==> config.mk <==
export PLATFORM = sky130hd
export DESIGN_NAME = hw_flow_ctl
export DESIGN_NICKNAME = d
export VERILOG_FILES = /design/src/rtl/hw_flow_ctl.sv
export SDC_FILE = /design/constraint.sdc
export NUM_CORES = 1
export LEC_CHECK = 0
export CAP_MARGIN = 20
export CORE_MARGIN = 2
export CORE_UTILIZATION = 47
export CTS_BUF_LIST = sky130_fd_sc_hd__clkbuf_16
export CTS_CLUSTER_DIAMETER = 100
export DETAILED_ROUTE_END_ITERATION = 8
export GPL_ROUTABILITY_DRIVEN = 0
export PLACE_DENSITY = 0.79
export REMOVE_ABC_BUFFERS = 1
export SYNTH_ARGS = -nofsm -noshare
export SYNTH_HDL_FRONTEND = slang
export SYNTH_SLANG_ARGS = --single-unit
==> constraint.sdc <==
create_clock -name clk -period 4.3 [get_ports clk]
set_input_delay 0.86 -clock clk [delete_from_list [all_inputs] [get_ports clk]]
set_output_delay 0.86 -clock clk [all_outputs]
set_load 0.01 [all_outputs]
==> src/rtl/hw_flow_ctl.sv <==
module hw_flow_ctl #(
  parameter int FIFO_DEPTH  = 64,
  parameter int THR_W       = 4,
  parameter int STEP        = 4,
  parameter int SYNC_STAGES = 2,
  localparam int CNT_W      = $clog2(FIFO_DEPTH + 1)
) (
  input  logic             clk,
  input  logic             rst_n,
  input  logic             wr_en,
  input  logic [1:0]       wr_sel,
  input  logic [7:0]       wr_data,
  input  logic [CNT_W-1:0] rx_level,
  input  logic             cts_n,
  output logic             rts_n,
  output logic             tx_permit,
  output logic             cts_active
);

  localparam logic [1:0] SEL_THR = 2'd0;
  localparam logic [1:0] SEL_ENA = 2'd1;
  localparam logic [1:0] SEL_MDM = 2'd2;

  logic [THR_W-1:0] thr_halt, thr_resume;
  logic             auto_rts, auto_cts, man_rts;
  logic             halted;
  logic [SYNC_STAGES-1:0] cts_sync;

  wire [CNT_W-1:0] halt_lvl   = CNT_W'(thr_halt)   * CNT_W'(STEP);
  wire [CNT_W-1:0] resume_lvl = CNT_W'(thr_resume) * CNT_W'(STEP);

  always_ff @(posedge clk or negedge rst_n) begin
    if (!rst_n) begin
      thr_halt   <= '0;
      thr_resume <= '0;
      auto_rts   <= 1'b0;
      auto_cts   <= 1'b0;
      man_rts    <= 1'b0;
    end else if (wr_en) begin
      case (wr_sel)
        SEL_THR: begin
          thr_halt   <= wr_data[THR_W-1:0];
          thr_resume <= wr_data[2*THR_W-1:THR_W];
        end
        SEL_ENA: begin
          auto_cts <= wr_data[7];
          auto_rts <= wr_data[6];
        end
        SEL_MDM: man_rts <= wr_data[1];
        default: ;
      endcase
    end
  end

  always_ff @(posedge clk or negedge rst_n) begin
    if (!rst_n)                   halted <= 1'b0;
    else if (rx_level >= halt_lvl)  halted <= 1'b1;
    else if (rx_level <= resume_lvl) halted <= 1'b0;
  end

  assign rts_n = auto_rts ? halted : ~man_rts;

  always_ff @(posedge clk or negedge rst_n) begin
    if (!rst_n) cts_sync <= '1;
    else        cts_sync <= {cts_sync[SYNC_STAGES-2:0], cts_n};
  end

  assign cts_active = ~cts_sync[SYNC_STAGES-1];
  assign tx_permit  = ~auto_cts | cts_active;

  logic [1:0] age;
  always_ff @(posedge clk or negedge rst_n) begin
    if (!rst_n)         age <= '0;
    else if (age != 2'd3) age <= age + 2'd1;
  end

  p_reset_idle_r1: assert property (@(posedge clk) !rst_n |=> (rts_n && tx_permit && !cts_active) || !rst_n);

  p_manual_rts_r2: assert property (@(posedge clk) disable iff (!rst_n)
    (wr_en && wr_sel == SEL_MDM && !auto_rts) |=> rts_n == !$past(wr_data[1]));

  p_halt_r3: assert property (@(posedge clk) disable iff (!rst_n)
    (!wr_en && auto_rts && rx_level >= halt_lvl) |=> rts_n);

  p_resume_r4: assert property (@(posedge clk) disable iff (!rst_n)
    (!wr_en && auto_rts && halt_lvl > resume_lvl && rx_level <= resume_lvl) |=> !rts_n);

  p_band_hold_r4: assert property (@(posedge clk) disable iff (!rst_n)
    (!wr_en && auto_rts && rts_n && rx_level > resume_lvl) |=> rts_n);

  p_sync_delay_r6: assert property (@(posedge clk) disable iff (!rst_n)
    (age >= 2'd2) |-> cts_active == !$past(cts_n, 2));

  p_cts_block_r8: assert property (@(posedge clk) disable iff (!rst_n)
    (age >= 2'd2 && auto_cts && $past(cts_n, 2)) |-> !tx_permit);

endmodule

==> flow_summary.ini, run 1 <==
[status]
outcome = finished, final reports clean

[clocking]
clock-sinks = 14
cts_buffers = 3
cts_root_buffer = clkbuf_16
insertion_delay_ns = 0.24
htree_levels = 1
ctsResizeCount = 0
holdBufCountCts = 0
clk_pin_slew_ns = 0.05
cts_tree = built
ctsLongestPathBuffers = 2
cts_setup_buffers = 0

[logic_synthesis]
ys_ff_latch = 14
muxShareOfSynthArea = 0.0781
avgSynthCellArea_um2 = 10.3
synth_cells = 70
synth_warnings = 0
yosys.area_share.simple = 0.127
syn_area_um2 = 721
synth.distinct_cells = 17
ys_seq_area_frac = 0.490
synth_fa_ha_area_frac = 0.139
synth_top_family_by_area = adder cells
synth-compound-area-share = 0.113
synthXorXnorAreaFrac = 0

[worst_setup_path]
reg2reg_setup_slack_ns = 2.74
r2r_start = thr_halt[2]$_DFFE_PN0P_
crit_fanout = 2
cp-end-kind = register
r2r_cells = 5
criticalPathCategory = in -> reg
critical_path_required_ns = 4.42
timing.rr.end = halted$_DFFE_PN0P_
startpoint_type = input pin
crit_start = rx_level[4]
crit_arrival_ns = 2.40

[route]
vias = 585
avgViaCountPerCell = 5.22
routed_wl_um = 1410
drt_pass1_iterations = 5
drt_iter0_markers = 9
route.detailed.drc = 0
detail-route-antenna-nets = 0
wl_per_cell_um = 12.6

[global_route]
track_usage = 0.181
grt_max_degree = 15
grt_pass1_vias = 606
antenna_found_initial = 0
overflow = 0
grt_pass1_wl_um = 2480

[layout]
syn2layout_area_growth_pct = 45.0
multi_input_area_um2 = 329
insertedDiodeCount = 0
nFillCells = 121
fin_nets = 126
drive_gt1_frac = 0.115
seq_area_um2 = 353

[run]
cap_violations = 0

[sta]
hold_viol_final = 0
drv_slew = 0
grt_setup_unrepaired = no
tns_ns = 0
finalSetupViolCount = 0
max_freq_ghz = 0.439
holdWs_ns = 0.353
tightest_slew_ns = 0.737
finalCriticalPeriod_ns = 2.28
max-slew-margin-rel = 0.507
fin_crit_sh = 0.529
final.setup_skew_ns = 0.00296

[floorplanning]
io_pins = 24
fp-row-count = 14
die_x_um = 43.2
dieArea_um2 = 1860
die_h_um = 43.2
initial_utilization = 0.490
core-area_um2 = 1470

[power_and_ir_drop]
sequentialPowerShare = 0.378
pwr-share-comb = 0.215
p_int_w = 0.000329
ir_worst_vdd_mv = 0.261
p_sw_w = 0.000101
p_leak_nw = 0.470
power_frac_clock = 0.407
power_density_nw_per_um2 = 412
netSwitchingFraction = 0.236

[hold_path]
min_to = cts_sync[1]$_DFF_PN1_
whs_path_depth = 0
worstHoldStart = cts_sync[0]$_DFF_PN1_
hp-class = reg -> reg

[placement]
io_buffers = 23
dp_hpwl_um = 1100
## registers in the layout, summed over array words and instances, names as in the netlist
| name | flops |
|---|---|
| halted | 1 |
| thr_resume | 4 |
| auto_cts | 1 |
| man_rts | 1 |
| auto_rts | 1 |
| thr_halt | 4 |
| cts_sync | 2 |
## power groups by stage
stage                     Clock, W  Combinational (W)  Sequential, W
final                     0.000175          0.0000926       0.000162
after global routing      0.000185           0.000105       0.000165
after CTS                 0.000178          0.0000937       0.000163
after detailed placement         0          0.0000929       0.000164
after global placement           0          0.0000890       0.000163
after floorplan                  0          0.0000497       0.000162
## cell type report
cell class / count / area share
Sequential cell: 14 / 0.338
Multi-Input combinational cell: 46 / 0.315
Timing Repair Buffer: 23 / 0.220
Clock buffer: 3 / 0.0719
Inverter: 9 / 0.0323
Tap cell: 16 / 0.0192
Clock inverter: 1 / 0.00359
## synth_stat cells
library cell / instances / area share
a211o_1: 1 / 0.012
a21o_1: 1 / 0.010
a21oi_1: 3 / 0.021
a311o_1: 1 / 0.014
buf_2: 1 / 0.0069
dfrtp_1: 12 / 0.42
dfstp_2: 2 / 0.073
ha_1: 8 / 0.14
inv_1: 9 / 0.047
mux2_2: 5 / 0.078
nand2_1: 12 / 0.062
nand3b_1: 1 / 0.010
nand4_1: 1 / 0.0087
nand4b_1: 1 / 0.012
nor2_1: 3 / 0.016
nor3b_2: 1 / 0.017
o21ai_0: 8 / 0.056
## layer usage
metal	track usage	up-vias	part of all wire
met4	0.0909	0	0.016
met2	0.301	18	0.50
met5	0	-	0
met3	0.0468	4	0.062
li1	-	293	-
met1	0.211	270	0.42
## how the worst max path moves through the flow
| stage | slack [ns] | cells after the start | end |
|---|---|---|---|
| floorplan | 2.29 | 4 | halted$_DFFE_PN0P_ |
| global placement | 1.82 | 5 | halted$_DFFE_PN0P_ |
| global route | 1.95 | 3 | thr_halt[0]$_DFFE_PN0P_ |
| detailed placement | 1.77 | 3 | thr_resume[0]$_DFFE_PN0P_ |
| finish | 2.02 | 5 | halted$_DFFE_PN0P_ |
| CTS | 2.01 | 3 | thr_resume[0]$_DFFE_PN0P_ |
## cells in the final DEF, fill, tap and decap left out
cell type        instances
a211o_1                  1
o21ai_0                  8
mux2_2                   5
clkdlybuf4s50_1         23
a21o_1                   1
dfrtp_1                 12
nand2_1                 12
clkinv_1                 1
nand4_1                  1
a21oi_1                  3
nand3b_1                 1
clkbuf_16                3
inv_1                    9
dfstp_2                  2
nand4b_1                 1
a311o_1                  1
ha_1                     8
nor3b_2                  1
nor2_1                   3
## per-stage QoR
step	utilization	area [µm²]	power, W	worst slack, ns	std cells
finish	0.710	1040	0.000430	2.02	112
global route	0.710	1040	0.000456	1.95	112
CTS	0.710	1040	0.000434	2.01	112
detailed placement	0.656	966	0.000257	1.77	108
global placement	0.656	966	0.000252	1.82	108
floorplan	-	716	0.000211	2.29	69
## cell families (layout without fill, tap and decap cells)
group | count (synthesis) | after routing
adders and majority gates | 8 | 8
muxes | 5 | 5
and+or+nand+nor | 19 | 19
DFF | 14 | 14
buffers and inverters | 10 | 36
AOI/OAI and AO/OA | 14 | 14
## critical path, cell delays in order
cell and delay, ns:
clkdlybuf4s50_1 0.43, ha_1 0.32, a21o_1 0.19, a211o_1 0.28
a311o_1 0.32
Power figures use the tool's default switching activity.
==> run 2, diff against run 1 <==
CORE_UTILIZATION = 39   (was 47)
PLACE_DENSITY = 0.7   (was 0.79)
clock period = 2 ns   (was 4.3 ns; I/O delays follow)
==> run 2 against run 1 <==
Compared with the run above:
- routed wire length fell by 2.0%
- flip-flop and latch count did not move
- global-route usage fell by 3.4 points
- die area rose by 19%
- count of clock-buffer cells in the layout did not move
- clock skew fell by 0.0027 ns
==> flow_summary.ini, run 2 (same netlist as run 1, synthesis figures left out) <==
[status]
outcome = finished, final reports clean

[floorplanning]
die_h_um = 47.0
core-area_um2 = 1730
initial_utilization = 0.417
io_pins = 24
die_x_um = 47.0
fp-row-count = 15
dieArea_um2 = 2210

[clocking]
holdBufCountCts = 0
cts_root_buffer = clkbuf_16
cts_tree = built
htree_levels = 1
ctsResizeCount = 0
insertion_delay_ns = 0.24
ctsLongestPathBuffers = 2
cts_setup_buffers = 0
clock-sinks = 14
cts_buffers = 3
clk_pin_slew_ns = 0.05

[route]
detail-route-antenna-nets = 0
routed_wl_um = 1390
wl_per_cell_um = 11.3
avgViaCountPerCell = 4.75
drt_pass1_iterations = 3
drt_iter0_markers = 6
vias = 584
route.detailed.drc = 0

[layout]
most-common-layout-cells = 23 x clkdlybuf4s50_1, 12 x nand2_1, 12 x dfrtp_1
finalNonFillerCells = 123
drive_gt1_frac = 0.133
top_regs = thr_halt x4, thr_resume x4, cts_sync x2
fin_nets = 128
mostFrequentLayoutCell = clkdlybuf4s50_1
syn2layout_area_growth_pct = 48.6
utilization = 0.620
insertedDiodeCount = 0

[worst_setup_path]
crit_fanout = 2
cp-end-kind = register
startpoint_type = input pin
crit_arrival_ns = 1.93
critical_path_required_ns = 2.12
criticalPathCategory = in -> reg

[global_route]
track_usage = 0.147
grt_pass1_wl_um = 2190
grt_pass1_vias = 510
overflow = 0
grt_max_degree = 15
antenna_found_initial = 0

[placement]
dp_cells = 119
io_buffers = 23
dp_hpwl_um = 1110

[power_and_ir_drop]
ir_worst_vdd_mv = 0.755
p_leak_nw = 0.480
power_density_nw_per_um2 = 857

[sta]
final.setup_skew_ns = 0.000238
max-slew-margin-rel = 0.592
hold_viol_final = 0
finalCriticalPeriod_ns = 1.81
grt_setup_unrepaired = no
fin_crit_sh = 0.905
drv_slew = 0
tightest_slew_ns = 0.611
max_freq_ghz = 0.552
finalSetupViolCount = 0

[run]
cap_violations = 0

[hold_path]
hp-class = reg -> reg
[run 2: final timing paths]
check,from,to,slack (ns),depth (start not counted)
max,rx_level[4],halted$_DFFE_PN0P_,0.19,5
min,cts_sync[0]$_DFF_PN1_,cts_sync[1]$_DFF_PN1_,0.35,0
max reg2reg,thr_halt[2]$_DFFE_PN0P_,halted$_DFFE_PN0P_,0.44,5
min reg2reg,cts_sync[0]$_DFF_PN1_,cts_sync[1]$_DFF_PN1_,0.35,0
max in group asynchronous,rst_n,thr_resume[1]$_DFFE_PN0P_,1.06,1
min in group asynchronous,rst_n,thr_resume[3]$_DFFE_PN0P_,0.55,1
[run 2: power breakdown]
| group | total (W) | switching (W) | internal (W) |
|---|---|---|---|
| sequential | 0.000349 | 0.0000180 | 0.000331 |
| combinational | 0.000199 | 0.0000850 | 0.000114 |
| clock | 0.000370 | 0.000106 | 0.000264 |
| total | 0.000918 | 0.000209 | 0.000708 |
[run 2: routing by layer]
metal	wire [µm]	global-route usage	vias to the layer above
met4	11	0.0500	0
met3	75	0.0462	2
li1	-	-	293
met2	656	0.230	15
met1	642	0.192	274
met5	0	0	-
[run 2: worst max-delay path, stage by stage]
cell and delay (ns):
clkdlybuf4s50_1 0.43, ha_1 0.32, a21o_1 0.18, a211o_1 0.28, a311o_1 0.32
[run 2: metrics by stage]
stage / cell area [µm²] / total power [W] / setup TNS (ns) / setup slack [ns] / hold slack, ns
4_1_cts: 1070 / 0.000928 / 0 / 0.195 / 0.357
6_report: 1070 / 0.000918 / 0 / 0.189 / 0.355
3_5_place_dp: 992 / 0.000553 / -0.0477 / -0.0477 / 0.350
2_1_floorplan: 716 / 0.000455 / 0 / 0.447 / 0.104
5_1_grt: 1070 / 0.000979 / 0 / 0.150 / 0.364
3_3_place_gp: 992 / 0.000545 / -0.0168 / -0.0168 / 0.347
[run 2: area by class of cell]
cell class | count | area (µm²)
timing repair buffer | 25 | 245
sequential | 14 | 353
clock buffer | 3 | 75.1
fill | 157 | 656
multi-input combinational | 46 | 329
tap | 25 | 31.3
clock inverter | 1 | 3.75
inverter | 9 | 33.8
==> run 3, diff against run 2 <==
CORE_ASPECT_RATIO = 1.5   (was not set)
CORE_UTILIZATION = 35   (was 39)
PLACE_DENSITY = 0.63   (was 0.7)
==> run 3 against run 2 <==
Compared with the run above:
- clock skew hardly changed
- maximum frequency increased by 0.89%
- hold slack about the same
- sequential power about the same
- core utilization fell by 8.0 points
- setup slack better by 0.016 ns
- count of clock-buffer cells in the layout stayed put
- register-to-register slack about the same
- critical endpoint unchanged
- largest cell class unchanged
- largest power group unchanged
==> flow_summary.ini, run 3 (same netlist as run 1, synthesis figures left out) <==
[power_and_ir_drop]
p_int_w = 0.000709
netSwitchingFraction = 0.232
p_leak_nw = 0.480
ir_worst_vdd_mv = 0.408
power_frac_clock = 0.406
sequentialPowerShare = 0.377
power_density_nw_per_um2 = 865
p_sw_w = 0.000214
pwr-share-comb = 0.217

[placement]
preCtsSetupSlack_ns = -0.0363
dp_hpwl_um = 1160
io_buffers = 23
dp_cells = 116
dpl-instance-area_um2 = 988

[worst_setup_path]
crit_arrival_ns = 1.91
cp-end-kind = register
criticalPathCategory = in -> reg
reg2reg_setup_slack_ns = 0.44
critical_path_required_ns = 2.12
startpoint_type = input pin
crit_fanout = 2

[floorplanning]
initial_utilization = 0.365
die_x_um = 41.1
io_pins = 24
fp-row-count = 20
dieArea_um2 = 2450
core-area_um2 = 1980
die_h_um = 59.6

[clocking]
holdBufCountCts = 0
cts_root_buffer = clkbuf_16
ctsResizeCount = 0
cts_tree = built
cts_buffers = 3
cts_setup_buffers = 0
htree_levels = 1
ctsLongestPathBuffers = 2
clk_pin_slew_ns = 0.04
insertion_delay_ns = 0.24
clock-sinks = 14

[layout]
nFillCells = 198
syn2layout_area_growth_pct = 48.1
finalNonFillerCells = 120
drive_gt1_frac = 0.133
fin_nets = 128
mostFrequentLayoutCell = clkdlybuf4s50_1
most-common-layout-cells = 23 x clkdlybuf4s50_1, 12 x nand2_1, 12 x dfrtp_1
insertedDiodeCount = 0
top_regs = thr_halt x4, thr_resume x4, cts_sync x2
fin_area_um2 = 1070

[sta]
drv_slew = 0
max_freq_ghz = 0.557
tns_ns = 0
finalCriticalPeriod_ns = 1.79
hold_viol_final = 0
tightest_slew_ns = 0.605
finalSetupViolCount = 0
fin_crit_sh = 0.897
holdWs_ns = 0.355
setup_ws_ns = 0.205
grt_setup_unrepaired = no
final.setup_skew_ns = 0.000443
max-slew-margin-rel = 0.596

[global_route]
antenna_found_initial = 0
grt_pass1_vias = 599
track_usage = 0.147
grt_max_degree = 15
overflow = 0
grt_pass1_wl_um = 2360

[route]
routed_wl_um = 1460
drt_pass1_iterations = 2
wl_per_cell_um = 12.1
drt_iter0_markers = 6
route.detailed.drc = 0
vias = 582
detail-route-antenna-nets = 0
avgViaCountPerCell = 4.85

[hold_path]
hp-class = reg -> reg

[status]
outcome = finished, final reports clean

[run]
cap_violations = 0
==> run 3: area by class of cell <==
type | count | area, µm² | area share
Clock inverter | 1 | 3.75 | 0.00352
Clock buffer | 3 | 75.1 | 0.0703
Tap cell | 22 | 27.5 | 0.0258
Timing Repair Buffer | 25 | 245 | 0.230
Multi-Input combinational cell | 46 | 329 | 0.308
Inverter | 9 | 33.8 | 0.0317
Sequential cell | 14 | 353 | 0.331
==> run 3: path summary, 6_finish.rpt <==
path,startpoint,end,cells after the start
worst min-delay path,cts_sync[0]$_DFF_PN1_,cts_sync[1]$_DFF_PN1_,0
max in group asynchronous,rst_n,thr_halt[0]$_DFFE_PN0P_,1
worst max register to register,thr_halt[2]$_DFFE_PN0P_,halted$_DFFE_PN0P_,5
min in group asynchronous,rst_n,thr_resume[2]$_DFFE_PN0P_,1
worst max-delay path,rx_level[4],halted$_DFFE_PN0P_,5
worst min register to register,cts_sync[0]$_DFF_PN1_,cts_sync[1]$_DFF_PN1_,0
==> run 3: routing by layer <==
metal | up-vias | track usage | wire length (µm)
li1 | 294 | - | -
met1 | 268 | 0.148 | 593
met2 | 16 | 0.254 | 752
met3 | 4 | 0.0338 | 80
met4 | 0 | 0.0857 | 31
met5 | - | 0 | 0
==> run 3: worst max-delay path, cell delays in order <==
cell             delay [ns]
clkdlybuf4s50_1        0.43
ha_1                   0.32
a21o_1                 0.18
a211o_1                0.28
a311o_1                0.32
==> run 3: stage by stage <==
step,utilization,total power [W]
2_1_floorplan,-,0.000455
3_3_place_gp,0.500,0.000546
3_5_place_dp,0.500,0.000552
4_1_cts,0.540,0.000935
5_1_grt,0.540,0.000978
6_report,0.540,0.000923
==> run 3: power groups by stage <==
stage | Sequential (W) | Combinational, W | Clock (W)
after floorplan | 0.000348 | 0.000107 | 0
after global placement | 0.000351 | 0.000195 | 0
after detailed placement | 0.000353 | 0.000199 | 0
after CTS | 0.000349 | 0.000203 | 0.000383
after global routing | 0.000354 | 0.000226 | 0.000399
final | 0.000348 | 0.000200 | 0.000374
